===== config.mk =====
export PLATFORM = sky130hd
export DESIGN_NAME = i2s_frame_engine
export DESIGN_NICKNAME = d
export VERILOG_FILES = /design/src/rtl/i2s_fe_pkg.sv /design/src/rtl/i2s_fe_clkgen.sv /design/src/rtl/i2s_fe_slot.sv /design/src/rtl/i2s_fe_tx.sv /design/src/rtl/i2s_fe_rx.sv /design/src/rtl/i2s_frame_engine.sv
export SDC_FILE = /design/constraint.sdc
export NUM_CORES = 1
export LEC_CHECK = 0
export BUFFER_PORTS_ARGS = -buffer_cell sky130_fd_sc_hd__buf_2
export CORE_MARGIN = 4
export CORE_UTILIZATION = 39
export DETAILED_ROUTE_END_ITERATION = 8
export PLACE_DENSITY_LB_ADDON = 0.2
export SKIP_LAST_GASP = 1
export SYNTH_ARGS = -nofsm -noshare
export SYNTH_HDL_FRONTEND = slang
export SYNTH_SLANG_ARGS = --single-unit

===== constraint.sdc =====
create_clock -name clk -period 2.9 [get_ports clk]
set_input_delay 0.145 -clock clk [delete_from_list [all_inputs] [get_ports clk]]
set_output_delay 0.145 -clock clk [all_outputs]
set_load 0.02 [all_outputs]

===== src/rtl/i2s_fe_pkg.sv =====
package i2s_fe_pkg;
    localparam int SAMPLE_W = 24;
    localparam int SLOT_W   = 6;

    function automatic logic [4:0] size_to_bits(input logic [2:0] code);
        case (code)
            3'd0:    return 5'd8;
            3'd1:    return 5'd16;
            3'd3:    return 5'd20;
            3'd4:    return 5'd24;
            default: return 5'd16;
        endcase
    endfunction
endpackage


===== src/rtl/i2s_fe_clkgen.sv =====
module i2s_fe_clkgen #(
    parameter int DIV_W = 4
) (
    input  logic             clk,
    input  logic             rst_n,
    input  logic             cfg_bclk_local,
    input  logic [DIV_W-1:0] cfg_div,
    input  logic             bclk_in,
    input  logic             fsync_in,
    input  logic             sd_in,
    output logic             bclk_q,
    output logic             rise_evt,
    output logic             fall_evt,
    output logic             fsync_smp,
    output logic             sd_smp
);
    typedef struct packed {
        logic [DIV_W-1:0] cnt;
        logic             bclk;
        logic [2:0]       sb;
        logic [1:0]       sf;
        logic [1:0]       sdd;
    } clk_st_t;

    clk_st_t st_q, st_d;

    always_comb begin
        st_d     = st_q;
        rise_evt = 1'b0;
        fall_evt = 1'b0;
        st_d.sb  = {st_q.sb[1:0], bclk_in};
        st_d.sf  = {st_q.sf[0], fsync_in};
        st_d.sdd = {st_q.sdd[0], sd_in};
        if (cfg_bclk_local) begin
            if (st_q.cnt >= cfg_div) begin
                st_d.cnt  = '0;
                st_d.bclk = ~st_q.bclk;
                rise_evt  = ~st_q.bclk;
                fall_evt  = st_q.bclk;
            end else begin
                st_d.cnt = st_q.cnt + 1'b1;
            end
        end else begin
            st_d.cnt  = '0;
            st_d.bclk = 1'b0;
            rise_evt  = st_q.sb[1] & ~st_q.sb[2];
            fall_evt  = ~st_q.sb[1] & st_q.sb[2];
        end
    end

    always_ff @(posedge clk) begin
        if (!rst_n) st_q <= '0;
        else        st_q <= st_d;
    end

    assign bclk_q    = st_q.bclk;
    assign fsync_smp = st_q.sf[1];
    assign sd_smp    = cfg_bclk_local ? sd_in : st_q.sdd[1];

    AST_DIV_RANGE: assert property (@(posedge clk) disable iff (!rst_n)
        (cfg_bclk_local && $stable(cfg_div)) |-> (st_q.cnt <= cfg_div));
endmodule


===== src/rtl/i2s_fe_slot.sv =====
module i2s_fe_slot
    import i2s_fe_pkg::*;
(
    input  logic              clk,
    input  logic              rst_n,
    input  logic              cfg_fsync_local,
    input  logic              rise_evt,
    input  logic              fall_evt,
    input  logic              fsync_smp,
    output logic [SLOT_W-1:0] slot_q
);
    typedef struct packed {
        logic [SLOT_W-1:0] slot;
        logic              fs_prev;
    } slot_st_t;

    slot_st_t st_q, st_d;

    always_comb begin
        st_d = st_q;
        if (fall_evt) st_d.slot = st_q.slot + 1'b1;
        if (rise_evt) begin
            st_d.fs_prev = fsync_smp;
            if (!cfg_fsync_local && (fsync_smp != st_q.fs_prev))
                st_d.slot = {fsync_smp, {(SLOT_W-1){1'b0}}};
        end
    end

    always_ff @(posedge clk) begin
        if (!rst_n) begin
            st_q.slot    <= '1;
            st_q.fs_prev <= 1'b1;
        end else begin
            st_q <= st_d;
        end
    end

    assign slot_q = st_q.slot;

    AST_FS_ON_FALL: assert property (@(posedge clk) disable iff (!rst_n)
        (cfg_fsync_local && !$stable(slot_q[SLOT_W-1])) |-> $past(fall_evt));
endmodule


===== src/rtl/i2s_fe_tx.sv =====
module i2s_fe_tx
    import i2s_fe_pkg::*;
(
    input  logic                clk,
    input  logic                rst_n,
    input  logic                fall_evt,
    input  logic [SLOT_W-1:0]   slot_q,
    input  logic                cfg_lj,
    input  logic                cfg_mono,
    input  logic [2:0]          cfg_size,
    input  logic [SAMPLE_W-1:0] tx_left,
    input  logic [SAMPLE_W-1:0] tx_right,
    output logic                sd_out,
    output logic                tx_take
);
    typedef struct packed {
        logic [SAMPLE_W-1:0] l;
        logic [SAMPLE_W-1:0] r;
        logic                sd;
        logic                take;
    } tx_st_t;

    tx_st_t st_q, st_d;
    logic [SLOT_W-1:0]   pos;
    logic [4:0]          nbits, idx, sel;
    logic [SAMPLE_W-1:0] samp;
    logic                bit_v;

    always_comb begin
        st_d      = st_q;
        st_d.take = 1'b0;
        pos   = slot_q + 1'b1 - {{(SLOT_W-1){1'b0}}, ~cfg_lj};
        idx   = pos[4:0];
        nbits = size_to_bits(cfg_size);
        sel   = nbits - 5'd1 - idx;
        samp  = (pos[SLOT_W-1] && !cfg_mono) ? st_q.r : st_q.l;
        bit_v = (idx < nbits) ? samp[sel] : 1'b0;
        if (fall_evt) begin
            st_d.sd = bit_v;
            if (pos == '1) begin
                st_d.l    = tx_left;
                st_d.r    = tx_right;
                st_d.take = 1'b1;
            end
        end
    end

    always_ff @(posedge clk) begin
        if (!rst_n) st_q <= '0;
        else        st_q <= st_d;
    end

    assign sd_out  = st_q.sd;
    assign tx_take = st_q.take;

    AST_TAKE_ONE_SHOT: assert property (@(posedge clk) disable iff (!rst_n)
        tx_take |=> !tx_take);
endmodule


===== src/rtl/i2s_fe_rx.sv =====
module i2s_fe_rx
    import i2s_fe_pkg::*;
(
    input  logic                clk,
    input  logic                rst_n,
    input  logic                rise_evt,
    input  logic [SLOT_W-1:0]   slot_q,
    input  logic                sd_smp,
    input  logic                cfg_lj,
    input  logic [2:0]          cfg_size,
    output logic [SAMPLE_W-1:0] rx_left,
    output logic [SAMPLE_W-1:0] rx_right,
    output logic                rx_valid
);
    typedef struct packed {
        logic [SAMPLE_W-1:0] sr;
        logic [SAMPLE_W-1:0] hold;
        logic [SAMPLE_W-1:0] rl;
        logic [SAMPLE_W-1:0] rr;
        logic                valid;
    } rx_st_t;

    rx_st_t st_q, st_d;
    logic [SLOT_W-1:0]   pos;
    logic [4:0]          idx;
    logic [SAMPLE_W-1:0] sr_n;

    always_comb begin
        st_d       = st_q;
        st_d.valid = 1'b0;
        pos  = slot_q - {{(SLOT_W-1){1'b0}}, ~cfg_lj};
        idx  = pos[4:0];
        sr_n = st_q.sr;
        if (idx < size_to_bits(cfg_size))
            sr_n = (idx == 5'd0) ? {{(SAMPLE_W-1){1'b0}}, sd_smp}
                                 : {st_q.sr[SAMPLE_W-2:0], sd_smp};
        if (rise_evt) begin
            st_d.sr = sr_n;
            if (pos == SLOT_W'(31)) st_d.hold = sr_n;
            if (pos == '1) begin
                st_d.rl    = st_q.hold;
                st_d.rr    = sr_n;
                st_d.valid = 1'b1;
            end
        end
    end

    always_ff @(posedge clk) begin
        if (!rst_n) st_q <= '0;
        else        st_q <= st_d;
    end

    assign rx_left  = st_q.rl;
    assign rx_right = st_q.rr;
    assign rx_valid = st_q.valid;

    AST_RX_ONE_SHOT: assert property (@(posedge clk) disable iff (!rst_n)
        rx_valid |=> !rx_valid);
endmodule


===== src/rtl/i2s_frame_engine.sv =====
module i2s_frame_engine
    import i2s_fe_pkg::*;
#(
    parameter int DIV_W = 4
) (
    input  logic                clk,
    input  logic                rst_n,
    input  logic                cfg_lj,
    input  logic                cfg_bclk_local,
    input  logic                cfg_fsync_local,
    input  logic [DIV_W-1:0]    cfg_div,
    input  logic [2:0]          cfg_tx_size,
    input  logic [2:0]          cfg_rx_size,
    input  logic                cfg_mono,
    input  logic [SAMPLE_W-1:0] tx_left,
    input  logic [SAMPLE_W-1:0] tx_right,
    output logic                tx_take,
    input  logic                sd_in,
    input  logic                bclk_in,
    input  logic                fsync_in,
    output logic                sd_out,
    output logic                bclk_out,
    output logic                bclk_oe,
    output logic                fsync_out,
    output logic                fsync_oe,
    output logic                sysclk_en,
    output logic [SAMPLE_W-1:0] rx_left,
    output logic [SAMPLE_W-1:0] rx_right,
    output logic                rx_valid
);
    logic              rise_evt, fall_evt, fsync_smp, sd_smp;
    logic [SLOT_W-1:0] slot_q;

    i2s_fe_clkgen #(.DIV_W(DIV_W)) clkgen_i (
        .clk(clk), .rst_n(rst_n), .cfg_bclk_local(cfg_bclk_local),
        .cfg_div(cfg_div), .bclk_in(bclk_in), .fsync_in(fsync_in),
        .sd_in(sd_in), .bclk_q(bclk_out), .rise_evt(rise_evt),
        .fall_evt(fall_evt), .fsync_smp(fsync_smp), .sd_smp(sd_smp));

    i2s_fe_slot slot_i (
        .clk(clk), .rst_n(rst_n), .cfg_fsync_local(cfg_fsync_local),
        .rise_evt(rise_evt), .fall_evt(fall_evt), .fsync_smp(fsync_smp),
        .slot_q(slot_q));

    i2s_fe_tx tx_i (
        .clk(clk), .rst_n(rst_n), .fall_evt(fall_evt), .slot_q(slot_q),
        .cfg_lj(cfg_lj), .cfg_mono(cfg_mono), .cfg_size(cfg_tx_size),
        .tx_left(tx_left), .tx_right(tx_right), .sd_out(sd_out),
        .tx_take(tx_take));

    i2s_fe_rx rx_i (
        .clk(clk), .rst_n(rst_n), .rise_evt(rise_evt), .slot_q(slot_q),
        .sd_smp(sd_smp), .cfg_lj(cfg_lj), .cfg_size(cfg_rx_size),
        .rx_left(rx_left), .rx_right(rx_right), .rx_valid(rx_valid));

    assign fsync_out = slot_q[SLOT_W-1];
    assign bclk_oe   = cfg_bclk_local;
    assign fsync_oe  = cfg_fsync_local;
    assign sysclk_en = cfg_bclk_local & cfg_fsync_local;

    AST_SD_ON_FALL: assert property (@(posedge clk) disable iff (!rst_n)
        !$stable(sd_out) |-> $past(fall_evt));
    AST_SLAVE_BCLK_QUIET: assert property (@(posedge clk) disable iff (!rst_n)
        (!cfg_bclk_local && $past(!cfg_bclk_local)) |-> !bclk_out);
endmodule


==> reports/qor.csv, run 1 <==
stage,metric,value,unit
synthesis,synthAdderAreaFrac,2.64,%
setup_path,crit_path_end_kind,flop,
synthesis,ys_ff_latch,166,
synthesis,synthMuxAreaShare,10.2,%
synthesis,syn_avg_cell_area,9.50,µm²
placement,port_buffers,122,
grt,grt_overflow,0,
pwr,clkPwrFrac,39.9,%
cts,cts_made_buffers,17,
layout,final_common_cell,dfxtp_1,
sta,max_freq,353,MHz
grt,grt_max_degree,85,
synthesis,synth_ff_type,dfxtp_1,
synthesis,synth_top_family_by_area,simple AND/OR/NAND/NOR gates,
pwr,powerDensity,547,mW/mm²
cts,cts.htree.levels,4,
route,drtIter0Drc,262,
cts,cts_root_buffer,clkbuf_16,
grt,grt_pass1_vias,5801,
placement,dp_hpwl,12000,µm
floorplanning,die_w,150,µm
route,drc,0,
setup_path,worstPathRequired,3.21,ns
layout,area_delta_synth_final,27.2,%
cts,clk_pin_slew_worst_paths,0.07,ns
placement,dpl_cell_area,0.00847,mm²
setup_path,crit_fanout,4,
layout,fin_area,0.0100,mm²
route,via_count,6063,
run_status,run_status,"complete, no violations",
pwr,leakage,4.66,nW
layout,diodes,0,
pwr,p_sw_share,27.9,%
grt,grt_antenna_before_repair,0,
synthesis,synth-edff-count,0,
route,drtAntennaViolNets,0,
floorplanning,die-height,150,µm
sta,finalHoldViolCount,0,
floorplanning,row_count,51,
setup_path,crit_type,flop to flop,
sta,finalSetupViolCount,0,
sta,period_needed,2.83,ns
pwr,total_power,5.48,mW
route,drtPass1Iterations,5,
floorplanning,die-area,0.0225,mm²
layout,layout-drive-gt1-share,26.0,%
pwr,intPower,3.95,mW
synthesis,synth_cells,829,
synthesis,synthSimpleGateAreaFrac,18.0,%
setup_path,r2r_start,slot_i.slot_q[0]$_SDFF_PN1_,
pwr,p_comb_share,16.8,%
grt,grt_usage,16.3,%
setup_path,r2r_slack,0.07,ns
synthesis,ys.warnings.count,0,
sta,worstMarginPinSlew,0.778,ns
pwr,power.share.sequential,43.2,%
floorplanning,initial_utilization,40.1,%
cts,clk_latency,0.43,ns
synthesis,ys_types,54,
hold_path,min_to,tx_i.st_q[40]$_SDFFE_PN0P_,
synthesis,synthArstFlopShare,0,%
placement,gp_congestion,0.796,
setup_path,cp-start-kind,flop,
route,viasPerCell,4.95,
hold_path,hold_start,tx_left[14],
sta,slew_headroom,47.7,%
route,wl_per_cell,15.9,µm
sta,drv_slew,0,
synthesis,synth_xor_area_share,2.43,%
pwr,irDropWorstVdd,0.396,mV
route,wl,19400,µm
setup_path,cp_data_arrival_time,3.14,ns
cts,cts_tree,built,
synthesis,synth_area,0.00788,mm²
hold_path,hp-class,primary input to flop,
sta,post-route-period-util,97.6,%
setup_path,r2r_cells,12,
cts,tritoncts_num_sinks,166,
synthesis,synth_nets,912,
setup_path,reg2reg_to,tx_i.sd_out$_SDFFE_PN0P_,
cts,clockBufferDepth,2,
synthesis,ys_seq_area_share,42.2,%
hold_path,min_path_cells,3,
job,cap_violations,0,
layout,layout.cells.most_common_list,"162 x dfxtp_1, 129 x nand2_1, 121 x buf_2, 77 x nor2b_1, 69 x o211a_1",
floorplanning,core,0.0197,mm²
sta,finClkSkew,0.0131,ns
floorplanning,io_pins,123,
pwr,p_switching,1.53,mW
grt,grt_pass1_wl,29400,µm
synthesis,synth_compound_area_share,16.0,%
layout,fin_nets,1030,
worst max-delay path, stage by stage (launching register included):
cell,delay [ns]
dfxtp_2,0.34
ha_4,0.29
inv_4,0.04
ha_4,0.17
nor2_2,0.14
a31oi_4,0.05
a31oi_2,0.22
xnor2_2,0.10
ha_1,0.38
xnor2_2,0.17
or4_4,0.55
nor3_4,0.20
o31ai_2,0.08
routing by layer:
metal  GRT usage [%]  vias to the layer above  wire (µm)
met5               0                        -          0
met3            3.76                       22        803
met2            25.2                      117       8900
li1                -                     3048          -
met1            22.9                     2876       9470
met4            4.94                        0        263
per-stage QoR:
stage	hold WS (ns)	util [%]	cells	TNS, ns	worst slack (ns)
final	0.0105	50.9	1225	0	0.0710
after global placement	0.354	43.1	1130	-0.0369	-0.0369
after CTS	0.00633	48.5	1209	0	0.0341
after detailed placement	0.360	43.1	1130	-0.0872	-0.0872
after global routing	0.0154	50.9	1225	-1.19	-0.0578
after floorplan	0.267	-	829	0	0.0929
worst max path at each step:
stage	start	endpoint	cells after the start
after floorplan	slot_i.slot_q[0]$_SDFF_PN1_	tx_i.sd_out$_SDFFE_PN0P_	10
after detailed placement	slot_i.slot_q[0]$_SDFF_PN1_	tx_i.sd_out$_SDFFE_PN0P_	11
final	slot_i.slot_q[0]$_SDFF_PN1_	tx_i.sd_out$_SDFFE_PN0P_	12
after global routing	slot_i.slot_q[0]$_SDFF_PN1_	rx_i.st_q[60]$_SDFFE_PN0P_	9
after CTS	clkgen_i.st_q[8]$_SDFF_PP0_	rx_i.rx_left[18]$_SDFFE_PN0P_	13
after global placement	slot_i.slot_q[0]$_SDFF_PN1_	tx_i.sd_out$_SDFFE_PN0P_	11
sequential cells by signal, indices dropped and copies added (netlist names):
| signal | cells |
|---|---|
| rx_i.rx_left | 24 |
| tx_i.tx_take | 1 |
| tx_i.sd_out | 1 |
| slot_i.st_q | 1 |
| rx_i.rx_right | 24 |
| clkgen_i.bclk_q | 1 |
| clkgen_i.st_q | 6 |
| rx_i.rx_valid | 1 |
| rx_i.st_q | 48 |
| clkgen_i.fsync_smp | 1 |
| tx_i.st_q | 48 |
| slot_i.slot_q | 6 |
| clkgen_i.st_d | 4 |
logic make-up after synthesis:
| group | Yosys count |
|---|---|
| compound gates | 146 |
| flops | 166 |
| fa+ha+maj | 16 |
| simple gates | 287 |
| buf+inv | 124 |
| xor+xnor | 21 |
| mux | 69 |
power by group through the flow:
stage               clock, mW  sequential, mW  combinational, mW
floorplan                   0            2.41              0.528
global placement            0            2.42              0.716
global route             2.36            2.38               1.00
detailed placement          0            2.42              0.717
CTS                      2.26            2.36              0.771
finish                   2.19            2.37              0.921
synthesized netlist by cell type, types with 3 or more instances:
master / n / area share (%)
a21boi_0: 26 / 2.5
a21o_1: 5 / 0.48
a21oi_1: 4 / 0.25
a31oi_1: 25 / 2.0
and2_1: 11 / 0.87
and3_1: 4 / 0.32
buf_2: 7 / 0.44
buf_4: 52 / 5.0
clkbuf_1: 47 / 2.2
dfxtp_1: 166 / 42
ha_1: 15 / 2.4
inv_1: 16 / 0.76
mux2i_1: 59 / 7.5
mux4_2: 5 / 1.4
nand2_1: 129 / 6.1
nand2b_1: 4 / 0.32
nand3_1: 11 / 0.70
nand3b_1: 3 / 0.29
nor2_1: 25 / 1.2
nor2b_1: 77 / 6.1
nor3_1: 7 / 0.44
o211a_1: 69 / 8.8
o21ai_0: 6 / 0.38
xnor2_1: 15 / 1.7
xor2_1: 5 / 0.56
layout make-up:
type	instances	area, µm²
Tap cell	265	332
Multi-Input combinational cell	542	4170
Sequential cell	166	3330
Clock buffer	19	443
Fill cell	1863	9640
Timing Repair Buffer	204	1550
Clock inverter	13	129
Inverter	16	62.6
what timing repair did:
item	in CTS	in global routing
setup buffers	0	9
hold buffers	47	0
gates cloned	0	7
pin swaps	3	14
setup endpoints to repair	1	97
hold endpoints to repair	47	0
gates resized for setup	3	50
No activity file was read; power rests on OpenSTA's default activity.
==> run 2, diff against run 1 <==
- PLACE_DENSITY_LB_ADDON: 0.2 -> not set
==> run 2 against run 1 <==
Against the previous run:
- sequential cell count stayed put
- combinational power is 4.5% lower
- sequential power hardly changed
- cell count hardly changed
- clock power is 10% higher
- sequential share of layout area is 0.16 points higher
- worst setup slack better by 0.049 ns
- die area stayed put
- critical endpoint unchanged
- largest power group is now the clock network
==> reports/qor.csv, run 2 (synthesis gave the netlist of run 1 again) <==
stage,metric,value,unit
setup_path,critPathBufInv,3,
grt,grt_max_degree,75,
cts,clockBufferDepth,2,
route,via_count,6017,
hold_path,min_path_cells,3,
layout,fin_nets,1031,
floorplanning,io_pins,123,
cts,cts_tree,built,
cts,clk_pin_slew_worst_paths,0.06,ns
floorplanning,row_count,51,
grt,grt_usage,16.1,%
setup_path,worstPathRequired,3.21,ns
layout,layout.cells.most_common_list,"163 x dfxtp_1, 129 x nand2_1, 121 x buf_2, 77 x nor2b_1, 69 x o211a_1",
route,drc,0,
hold_path,min_to,tx_i.st_q[42]$_SDFFE_PN0P_,
pwr,leakage,4.67,nW
sta,max_freq,360,MHz
layout,instances_no_fill,1226,
setup_path,r2r_slack,0.12,ns
layout,diodes,0,
layout,multiInputGateArea,0.00409,mm²
sta,fin_ws,0.120,ns
setup_path,crit_type,flop to flop,
setup_path,crit_path_end_kind,flop,
sta,rsz0062_at_grt,yes,
layout,fillers,1852,
placement,numPlacedInstances,1132,
cts,clk_latency,0.43,ns
grt,grt_pass1_vias,5614,
setup_path,crit_fanout,6,
job,cap_violations,0,
pwr,irDropWorstVdd,0.403,mV
floorplanning,initial_utilization,40.1,%
cts,cts.htree.levels,4,
setup_path,cp-start-kind,flop,
route,drtIter0Drc,244,
floorplanning,die-height,150,µm
setup_path,r2r_start,slot_i.slot_q[0]$_SDFF_PN1_,
placement,gp_congestion,0.760,
cts,cts_made_buffers,17,
sta,post-route-period-util,95.9,%
setup_path,cpMostUsedCell,buf_4,
setup_path,max_stage_delay,0.59,ns
layout,area_delta_synth_final,26.5,%
grt,grt_pass1_wl,29200,µm
run_status,run_status,"complete, no violations",
cts,tritoncts_num_sinks,166,
route,drtPass1Iterations,4,
floorplanning,die_w,150,µm
floorplanning,core,0.0197,mm²
setup_path,crit_family,multiplexers,
route,drtAntennaViolNets,0,
placement,port_buffers,122,
layout,layout-drive-gt1-share,25.1,%
route,wl,19300,µm
sta,period_needed,2.78,ns
sta,slew_headroom,47.9,%
sta,finalHoldViolCount,0,
setup_path,reg2reg_to,tx_i.sd_out$_SDFFE_PN0P_,
layout,largestRegisters,"rx_i.st_q (48), tx_i.st_q (48)",
sta,finClkSkew,0.0141,ns
setup_path,crit_slowest_cell,mux4_1,
sta,drv_slew,0,
grt,grt_overflow,0,
grt,grt_antenna_before_repair,0,
layout,final_common_cell,dfxtp_1,
pwr,powerDensity,568,mW/mm²
hold_path,hp-class,primary input to flop,
sta,setup_tns,0,ns
placement,pre_cts_slack,-0.0435,ns
setup_path,r2r_cells,13,
layout,seqCellArea,0.00333,mm²
sta,worstMarginPinSlew,0.775,ns
sta,finalSetupViolCount,0,
setup_path,cp_data_arrival_time,3.09,ns
setup_path,worstPathCellList,buf_4 > ha_2 > nand2b_1 > nor2_4 > a2bb2oi_4 > mux2i_4 > buf_12 > buf_4 > mux4_1 > nand2_1 > nor2_1 > nor3_2 > o31ai_2,
route,viasPerCell,4.91,
route,wl_per_cell,15.8,µm
floorplanning,die-area,0.0225,mm²
hold_path,hold_start,tx_left[16],
placement,dp_hpwl,11900,µm
layout,utilization,50.7,%
cts,cts_root_buffer,clkbuf_16,
==> run 2: cell types whose count changed in the layout (fill, tap and decap cells not counted), moves of 2 or more <==
| cell | delta |
|---|---|
| xnor2_1 | +2 |
| ha_2 | +2 |
| nor2_1 | +2 |
| ha_4 | -2 |
| bufinv_16 | +3 |
| clkinvlp_4 | -2 |
| buf_4 | +5 |
| buf_6 | -2 |
| a31oi_1 | +3 |
| a31oi_2 | -2 |
| xnor2_2 | -2 |
| nor2_2 | -2 |
==> run 2: metal layers <==
metal | GRT usage, % | vias to the layer above | wire, µm
met2 | 24.9 | 117 | 8810
met3 | 3.34 | 17 | 902
met4 | 4.21 | 0 | 184
met5 | 0 | - | 0
met1 | 22.9 | 2816 | 9440
li1 | - | 3067 | -
==> run 2: worst reg2reg max path, stage by stage, from the launching register on <==
cell,delay [ns]
dfxtp_2,0.35
buf_4,0.14
ha_2,0.18
nand2b_1,0.10
nor2_4,0.16
a2bb2oi_4,0.21
mux2i_4,0.30
buf_12,0.15
buf_4,0.10
mux4_1,0.59
nand2_1,0.10
nor2_1,0.05
nor3_2,0.18
o31ai_2,0.09
==> run 2: how the worst max path moves through the flow <==
| stage | cells after the start | slack [ns] | from | endpoint |
|---|---|---|---|---|
| 3_5_place_dp | 11 | -0.04 | slot_i.slot_q[0]$_SDFF_PN1_ | tx_i.sd_out$_SDFFE_PN0P_ |
| 6_report | 13 | 0.12 | slot_i.slot_q[0]$_SDFF_PN1_ | tx_i.sd_out$_SDFFE_PN0P_ |
| 5_1_grt | 12 | -0.03 | slot_i.slot_q[0]$_SDFF_PN1_ | rx_i.rx_left[18]$_SDFFE_PN0P_ |
| 4_1_cts | 12 | 0.007 | slot_i.slot_q[0]$_SDFF_PN1_ | tx_i.sd_out$_SDFFE_PN0P_ |
| 3_3_place_gp | 11 | 0.02 | slot_i.slot_q[0]$_SDFF_PN1_ | tx_i.sd_out$_SDFFE_PN0P_ |
| 2_1_floorplan | 10 | 0.09 | slot_i.slot_q[0]$_SDFF_PN1_ | tx_i.sd_out$_SDFFE_PN0P_ |
==> run 2: layout make-up <==
class                      count  share of cell area, %
clock buffer                  19                   4.45
timing repair buffer         205                   15.3
tap                          265                   3.33
clock inverter                13                   1.82
inverter                      16                  0.603
sequential                   166                   33.4
multi-input combinational    542                   41.1
==> run 2: per-stage QoR <==
| step | hold slack [ns] | power, mW | cell area (µm²) |
|---|---|---|---|
| finish | 0.00776 | 5.66 | 9960 |
| global route | 0.00984 | 5.88 | 9960 |
| CTS | 0.00756 | 5.62 | 9630 |
| detailed placement | 0.357 | 3.14 | 8490 |
| global placement | 0.356 | 3.14 | 8490 |
| floorplan | 0.267 | 2.94 | 7880 |
==> run 2: where the power goes <==
| part | switching, mW | internal [mW] |
|---|---|---|
| registers | 0.0398 | 2.33 |
| logic | 0.459 | 0.420 |
| clock network | 0.997 | 1.41 |
| total | 1.50 | 4.16 |
==> run 2: repair_timing <==
item | 4_1_cts | 5_1_grt
endpoints found under the setup margin | 1 | 97
pin swaps | 1 | 11
hold buffers | 47 | 0
gates resized for setup | 5 | 30
setup buffers | 1 | 8
gates cloned | 0 | 6
endpoints found under the hold margin | 47 | 0
